`config.mk`:
```
export PLATFORM = sky130hd
export DESIGN_NAME = pbpwr_seq
export DESIGN_NICKNAME = d
export VERILOG_FILES = /design/src/rtl/pbs_pkg.sv /design/src/rtl/pbs_msctr.sv /design/src/rtl/pbs_fsm.sv /design/src/rtl/pbs_outstage.sv /design/src/rtl/pbpwr_seq.sv
export SDC_FILE = /design/constraint.sdc
export NUM_CORES = 1
export LEC_CHECK = 0
export CAP_MARGIN = 0
export CORE_MARGIN = 2
export CORE_UTILIZATION = 69
export CTS_CLUSTER_DIAMETER = 200
export CTS_CLUSTER_SIZE = 14
export DETAILED_ROUTE_END_ITERATION = 7
export DONT_BUFFER_PORTS = 1
export PLACE_DENSITY = 0.84
export SLEW_MARGIN = 5
export SYNTH_ARGS = -nofsm -noshare
export SYNTH_HDL_FRONTEND = slang
export SYNTH_SLANG_ARGS = --single-unit
```
`constraint.sdc`:
```
create_clock -name clk -period 3.1 [get_ports clk]
set_clock_uncertainty 0.05 [all_clocks]
set_input_delay 0.62 -clock clk [delete_from_list [all_inputs] [get_ports clk]]
set_output_delay 0.62 -clock clk [all_outputs]
set_load 0.005 [all_outputs]
```
`src/rtl/pbs_pkg.sv`:
```
package pbs_pkg;
   typedef enum logic [2:0] {
      ST_OFF   = 3'd0,
      ST_REARM = 3'd1,
      ST_DEB   = 3'd2,
      ST_BLANK = 3'd3,
      ST_RUN   = 3'd4,
      ST_INTR  = 3'd5
   } pbs_state_e;
endpackage

```
`src/rtl/pbs_msctr.sv`:
```
module pbs_msctr #(
   parameter int W = 8
) (
   input  logic         clk,
   input  logic         rst_n,
   input  logic         clr,
   input  logic         tick,
   output logic [W-1:0] cnt
);
   always_ff @(posedge clk or negedge rst_n) begin
      if (!rst_n)                    cnt <= '0;
      else if (clr)                  cnt <= '0;
      else if (tick && (cnt != '1))  cnt <= cnt + 1'b1;
   end
endmodule

```
`src/rtl/pbs_fsm.sv`:
```
module pbs_fsm
   import pbs_pkg::*;
#(
   parameter int DEB_MS     = 32,
   parameter int BLANK_MS   = 512,
   parameter int INT_MIN_MS = 32,
   parameter int PD_MIN_MS  = 64,
   parameter int XW         = 16,
   parameter int PW         = 10,
   parameter int HW         = 18
) (
   input  logic          clk,
   input  logic          rst_n,
   input  logic          tick,
   input  logic          pb_n,
   input  logic          kill_n,
   input  logic          uv_n,
   input  logic [XW-1:0] extra_ms,
   input  logic [PW-1:0] ph_cnt,
   input  logic [HW-1:0] hold_cnt,
   output logic          ph_clr,
   output logic          hold_clr,
   output logic          en_req,
   output logic          int_req
);
   pbs_state_e    state_q, state_d;
   logic          hold_act, in_on, force_off, deb_hit, int_done;
   logic [HW-1:0] lim_m1;

   assign hold_act = !pb_n || !uv_n;
   assign in_on    = (state_q == ST_RUN) || (state_q == ST_INTR);
   assign hold_clr = !(in_on && hold_act);
   assign lim_m1   = HW'(PD_MIN_MS) + {{(HW-XW){1'b0}}, extra_ms} - HW'(1);
   assign force_off = hold_act && tick && (hold_cnt >= lim_m1);
   assign deb_hit   = hold_act && tick && (hold_cnt == HW'(DEB_MS - 1));
   assign int_done  = (ph_cnt >= PW'(INT_MIN_MS)) ||
                      (tick && (ph_cnt == PW'(INT_MIN_MS - 1)));

   always_comb begin
      state_d = state_q;
      unique case (state_q)
         ST_OFF:   if (!pb_n && uv_n) state_d = ST_DEB;
         ST_REARM: if (pb_n) state_d = ST_OFF;
         ST_DEB: begin
            if (pb_n || !uv_n)
               state_d = ST_OFF;
            else if (tick && (ph_cnt == PW'(DEB_MS - 1)))
               state_d = ST_BLANK;
         end
         ST_BLANK: begin
            if (tick && (ph_cnt == PW'(BLANK_MS - 1)))
               state_d = kill_n ? ST_RUN : ST_REARM;
         end
         ST_RUN: begin
            if (!kill_n || force_off) state_d = ST_REARM;
            else if (deb_hit)         state_d = ST_INTR;
         end
         ST_INTR: begin
            if (!kill_n || force_off) state_d = ST_REARM;
            else if (pb_n && int_done) state_d = ST_RUN;
         end
         default: state_d = ST_OFF;
      endcase
   end

   always_ff @(posedge clk or negedge rst_n) begin
      if (!rst_n) state_q <= ST_OFF;
      else        state_q <= state_d;
   end

   assign ph_clr  = (state_d != state_q);
   assign en_req  = (state_q == ST_BLANK) || in_on;
   assign int_req = (state_q == ST_INTR);
endmodule

```
`src/rtl/pbs_outstage.sv`:
```
module pbs_outstage #(
   parameter bit EN_ACTIVE_HIGH = 1'b1
) (
   input  logic clk,
   input  logic rst_n,
   input  logic en_req,
   input  logic int_req,
   output logic pwr_en,
   output logic int_n
);
   generate
      if (EN_ACTIVE_HIGH) begin : g_en_hi
         always_ff @(posedge clk or negedge rst_n) begin
            if (!rst_n) pwr_en <= 1'b0;
            else        pwr_en <= en_req;
         end
      end else begin : g_en_lo
         always_ff @(posedge clk or negedge rst_n) begin
            if (!rst_n) pwr_en <= 1'b1;
            else        pwr_en <= !en_req;
         end
      end
   endgenerate

   always_ff @(posedge clk or negedge rst_n) begin
      if (!rst_n) int_n <= 1'b1;
      else        int_n <= !int_req;
   end
endmodule

```
`src/rtl/pbpwr_seq.sv`:
```
module pbpwr_seq #(
   parameter bit EN_ACTIVE_HIGH = 1'b1,
   parameter int DEB_MS         = 32,
   parameter int BLANK_MS       = 512,
   parameter int INT_MIN_MS     = 32,
   parameter int PD_MIN_MS      = 64,
   parameter int XW             = 16
) (
   input  logic          clk,
   input  logic          rst_n,
   input  logic          tick_1ms,
   input  logic          pb_n,
   input  logic          kill_n,
   input  logic          uv_n,
   input  logic [XW-1:0] extra_ms,
   output logic          pwr_en,
   output logic          int_n
);
   localparam int PH_A   = (BLANK_MS > DEB_MS) ? BLANK_MS : DEB_MS;
   localparam int PH_MAX = (PH_A > INT_MIN_MS) ? PH_A : INT_MIN_MS;
   localparam int PW     = $clog2(PH_MAX + 1);
   localparam int HW     = $clog2(PD_MIN_MS + (2 ** XW)) + 1;

   if (DEB_MS < 2) begin : g_bad_deb
      $error("DEB_MS must be at least 2");
   end
   if (PD_MIN_MS <= DEB_MS) begin : g_bad_pd
      $error("PD_MIN_MS must exceed DEB_MS");
   end
   if (INT_MIN_MS < 1 || BLANK_MS < 1) begin : g_bad_win
      $error("window lengths must be positive");
   end
   if (XW < 1 || XW > 24) begin : g_bad_xw
      $error("XW out of range");
   end

   logic          ph_clr, hold_clr, en_req, int_req;
   logic [PW-1:0] ph_cnt;
   logic [HW-1:0] hold_cnt;

   pbs_msctr #(.W(PW)) u_phase (
      .clk(clk), .rst_n(rst_n), .clr(ph_clr), .tick(tick_1ms), .cnt(ph_cnt)
   );

   pbs_msctr #(.W(HW)) u_hold (
      .clk(clk), .rst_n(rst_n), .clr(hold_clr), .tick(tick_1ms), .cnt(hold_cnt)
   );

   pbs_fsm #(
      .DEB_MS(DEB_MS), .BLANK_MS(BLANK_MS), .INT_MIN_MS(INT_MIN_MS),
      .PD_MIN_MS(PD_MIN_MS), .XW(XW), .PW(PW), .HW(HW)
   ) u_fsm (
      .clk(clk), .rst_n(rst_n), .tick(tick_1ms),
      .pb_n(pb_n), .kill_n(kill_n), .uv_n(uv_n), .extra_ms(extra_ms),
      .ph_cnt(ph_cnt), .hold_cnt(hold_cnt),
      .ph_clr(ph_clr), .hold_clr(hold_clr),
      .en_req(en_req), .int_req(int_req)
   );

   pbs_outstage #(.EN_ACTIVE_HIGH(EN_ACTIVE_HIGH)) u_out (
      .clk(clk), .rst_n(rst_n), .en_req(en_req), .int_req(int_req),
      .pwr_en(pwr_en), .int_n(int_n)
   );
endmodule

```
Yosys cells after proc, flatten, opt, wreduce, memory -nomap -nowiden --
Index checks and enable logic that the tools add are counted.
Word-level totals: bits in registers 33, bits of input ports 22, output and inout port bits 2, word-level logic and storage cells 60
Operators by class: $add $sub $neg 4, order comparisons 2, eq/ne operators 12, mux-type cells 15, reductions and logical operators 22
Operators with widths (count):
- $mux 18 | 2
- $mux 3 | 10
- $mux 10 | 2
- $add 18x1->18 const B | 1
- $eq 18x5->1 const B | 1
- $ge 18x18->1 | 1
- $ne 18x18->1 const B | 1
- $pmux 3 s6 | 1
- $sub 18x1->18 const B | 1
- $add 7x16->17 const A | 1
- $add 10x1->10 const B | 1
- $eq 10x5->1 const B | 1
- $eq 10x9->1 const B | 1
- $ge 10x6->1 const B | 1
- $logic_and 1x1->1 | 10
- $ne 10x10->1 const B | 1
- $eq 3x2->1 const B | 2
- $eq 3x3->1 const B | 2
- $logic_or 1x1->1 | 6
- $logic_not 1->1 | 4
- $eq 3x1->1 const B | 1
- $logic_not 3->1 | 1
- $ne 3x3->1 | 1
- $ne 2x2->1 const B | 1
- $reduce_bool 2->1 | 1

Depth between registers and ports, before layout --
depth after elaboration 9, mapped depth 14, mapped depth without buffers 14

By module --
From an unflattened synthesis, not the netlist that was laid out.
Unflattened totals: cells, all modules 303, area total of the unflattened synthesis 2650.0 µm²
Modules (own cells, without submodules):
- pbs_msctr at u_hold | instances 1, cells each 106, area each 1034.7 µm², sequential area each 450.4 µm²
- pbs_fsm | instances 1, cells each 139, area each 1023.5 µm², sequential area each 75.1 µm²
- pbs_msctr at u_phase | instances 1, cells each 55, area each 536.8 µm², sequential area each 250.2 µm²
- pbs_outstage | instances 1, cells each 3, area each 55.1 µm², sequential area each 51.3 µm²

Worst setup path before layout --
No wires, ideal clock.
path type input -> register, start point input extra_ms[6], end point register u_phase.cnt[0], arrival 3.346 ns, slack -0.444 ns, cell stages on the path 14, cell sequence ha_1 > nand2b_1 > mux2_4 > o22a_4 > nor4_4 > and3b_1 > nand2_1 > ha_1 > nand3_1 > nor2_1 > nand2_1 > a41o_1 > a21boi_1 > nor3_1
On the way: word-level cells in the longest chain between the ends 9, elaborated cells on any way between the ends 11
RTL lines:
- start, declared | line pbpwr_seq.sv:15 | input logic [XW-1:0] extra_ms,
- $add 7x16->17 (*) | line pbs_fsm.sv:33 | assign lim_m1 = HW'(PD_MIN_MS) + {{(HW-XW){1'b0}}, extra_ms} - HW'(1);
- $sub 18x1->18 (*) | line pbs_fsm.sv:33
- $ge 18x18->1 (*) | line pbs_fsm.sv:34 | assign force_off = hold_act && tick && (hold_cnt >= lim_m1);
- $logic_and 1x1->1 (*) | line pbs_fsm.sv:34
- $logic_or 1x1->1 (*) | line pbs_fsm.sv:55, pbs_fsm.sv:59
- $mux 3 (on tied branches) | line pbs_fsm.sv:59, pbs_fsm.sv:55
- $pmux 3 s6 (*) | line pbs_fsm.sv:41 | unique case (state_q)
- $ne 3x3->1 (*) | line pbs_fsm.sv:71 | assign ph_clr = (state_d != state_q);
- $mux 10 or $reduce_bool 2->1 (tied branches)
- end signal, assigned | line pbs_msctr.sv:13 | else if (tick && (cnt != '1)) cnt <= cnt + 1'b1;
- end, declared | line pbs_msctr.sv:8 | output logic [W-1:0] cnt
Mark *: on every way between the ends. The rest lies on a longest branch, timed or not. A chain may end at the register's enable or synchronous reset.

Final worst setup path --
start point input extra_ms[6], end point register u_phase.cnt[4]
Same word-level chain as after synthesis.

==> results.toml <==
[outcome]
status = "complete, but fails checks"
violations = "setup timing"

[worst_setup_path]
critical_path.startpoint = "extra_ms[6]"
timing.rr.start = "u_phase.cnt[1]$_DFFE_PN0P_"
cp_max_fo = 5
arrival_ns = 3.27
critical_path_required_ns = 3.20
worstSetupPathType = "input port to flop"
start_kind = "input port"
end_kind = "flop"

[logic_synthesis]
yosysWarnings = 0
synth_edf_count = 0
avgSynthCellArea_um2 = 8.65
synth_seq_area_share_pct = 29.7
yosysTopAreaCellShare_pct = 28.8
synthTopCellsByCount = "nand2_1 (34), nor2_1 (34), dfrtp_1 (32)"
yosysTopAreaCell = "dfrtp_1"
syn_inst = 322
synthArstFlopShare_pct = 100
syn_nets = 368
ys_ff_latch = 33
syn_area_um2 = 2780
yosysUniqueCellTypes = 53
synth_ff_type = "dfrtp_1"
ys_top_cells_by_area = "dfrtp_1 (29%), ha_1 (11%), xor2_1 (6.9%)"

[clock_network]
cts_buffers = 5
h-tree-depth = 2
clock_latency_ns = 0.29
cts_tree = "built"
clk_pin_slew_ns = 0.07
clock_sinks = 33
ctsRootBufferMaster = "clkbuf_8"
cts_buffer_depth = 2

[final_layout]
diodes = 0
drive_gt1_share_pct = 15.0
final_cell_area_um2 = 3170
syn_to_final_growth_pct = 14.0
fin_nets = 386
nFillCells = 267

[sta]
worst_pin_slew_ns = 0.661
period_needed_ns = 3.16
slew_headroom_pct = 55.8
rsz0062_at_grt = "true"
drv_slew = 0
setup_viol = 6
hold_viol_final = 0
timing.final.ws_setup_ns = -0.0634
min_period_over_period_pct = 102
clock.fmax_ghz = 0.316

[route]
ant_nets = 0
post_drt_wl_per_cell_um = 16.6
avgViaCountPerCell = 6.43
firstDrtPassIters = 5
routed_wl_mm = 6.49
vias = 2516
initialDrtViolationCount = 138
remaining_drc_errors = 0

[pwr]
power.total_mw = 1.13
pwr_density_cell_nw_per_um2 = 356
leakage_nw = 1.28
ir_worst_vdd_mv = 0.217

[job]
max-cap-violations = 0

[placed_design]
dp_slack_ns = -0.437
gp_congestion = 0.883
port_buffers = 0
post-dp-hpwl_mm = 4.75
postPlaceCellArea_um2 = 2930

[die]
start_util_pct = 70.6
ios = 24
fp.coreArea_um2 = 3940
rows = 23
chipHeight_um = 67.5
die_area_um2 = 4560
die_w_um = 67.5

[global_route]
gr-usage-all-layers_pct = 30.5
grt_pass1_vias = 2350
antenna_found_initial = 0
grt_pass1_wl_mm = 10.4
busiest_layer = "met2"
use_met2_pct = 52.5
met1_usage_pct = 34.5
grt_util_met3_pct = 7.67
grt_overflow = 0
grt_max_degree = 33

[hold_path]
hp-class = "input port to async pin"
## final timing paths
kind                       slack, ns  depth (start not counted)                    endpoint
max reg2reg                     0.77                          7  u_phase.cnt[3]$_DFFE_PN0P_
min reg2reg                     0.54                          2   u_hold.cnt[1]$_DFFE_PN0P_
min in group clk                0.46                          2  u_fsm.state_q[2]$_DFF_PN0_
min                             0.10                          1   u_hold.cnt[6]$_DFFE_PN0P_
max                            -0.06                         14  u_phase.cnt[4]$_DFFE_PN0P_
max in group asynchronous       2.72                          1  u_phase.cnt[1]$_DFFE_PN0P_
## cell usage in the layout (no fill, tap or decap), types with 2 or more instances in the layout
cell type	synthesis	layout
buf_4	0	14
nand3_1	22	21
dfrtp_1	32	32
a41oi_1	2	2
nor4_2	2	2
or4_1	2	2
inv_1	10	10
o21ai_1	2	2
or3_1	3	2
and3_1	3	3
o31ai_1	2	2
nand2b_1	4	3
nor3_1	18	16
nor2b_1	3	3
and4_1	5	5
xor2_1	22	22
o21a_1	2	2
ha_1	24	22
nor3_2	0	2
o21ai_0	13	12
ha_4	0	2
nand2_1	34	32
xnor2_1	16	16
nand4_1	9	9
nand2_2	0	2
nand3b_1	3	3
nor4_1	4	3
a21o_1	3	3
clkbuf_1	2	2
nor4_4	2	3
nor2_1	34	34
a21boi_4	0	2
mux2i_1	4	4
clkbuf_8	0	6
a21oi_1	13	13
## layer usage
metal	share of wire, %	wire, um	vias up
li1	-	-	1209
met1	39	2550	1170
met2	51	3280	113
met3	7.0	451	24
met4	3.1	199	0
met5	0	0	-
## stage by stage
stage,util [%],TNS [ns],instances,hold WS [ns]
after CTS,78.6,0,390,0.112
final,80.5,-0.313,391,0.105
after floorplan,-,-1.64,322,0.274
after detailed placement,74.3,-4.83,379,0.275
after global placement,74.3,-3.06,379,0.275
after global routing,80.5,-1.20,391,0.109
## critical path, stage by stage
cell and delay (ns):
ha_4 0.14, nand2b_4 0.12, mux2_4 0.27, o22a_4 0.22, nor4_4 0.28, and3b_2 0.24, xnor2_1 0.08, ha_1 0.30
nand3_2 0.11, nor2_1 0.13, nand2_1 0.09, a41o_4 0.33, a21boi_4 0.26, nor3_1 0.07
## registers in the layout (all words and copies together), names as in the netlist
register and cells:
u_fsm.state_q 3, u_hold.cnt 18, u_out.int_n 1, u_out.pwr_en 1, u_phase.cnt 10
## power breakdown
group          leakage [nW]  internal [mW]  switching [mW]  total, mW
clock                0.0455          0.181           0.148      0.328
combinational         0.802          0.130           0.148      0.278
sequential            0.428          0.474          0.0482      0.522
## logic make-up (layout without fill, tap and decap cells)
kind of cell               after synthesis  in the layout  share of synthesized area (%)
adders and majority gates               24             24                           10.8
DFF                                     33             33                           29.7
xor gates and xnor gates                38             38                           12.0
buffers and inverters                   15             33                           2.38
muxes                                    5              5                           1.98
AOI/OAI and AO/OA                       49             50                           11.6
and+or+nand+nor                        158            158                           31.6
## layout make-up
| class | instances | area (um2) | share of cell area [%] |
|---|---|---|---|
| Clock buffer | 8 | 90.1 | 2.84 |
| Inverter | 10 | 37.5 | 1.18 |
| Sequential cell | 33 | 827 | 26.1 |
| Timing Repair Buffer | 15 | 125 | 3.94 |
| Multi-Input combinational cell | 275 | 2030 | 64.0 |
| Tap cell | 50 | 62.6 | 1.97 |
## repair_timing
| action | in CTS | in global routing |
|---|---|---|
| endpoints found under the setup margin | 11 | 12 |
| gates cloned | 1 | 0 |
| hold buffers | 1 | 0 |
| pin swaps | 3 | 18 |
| endpoints found under the hold margin | 32 | 0 |
| buffers inserted | 1 | 1 |
| gates resized for setup | 6 | 11 |
(Power assumes the default switching activity.)
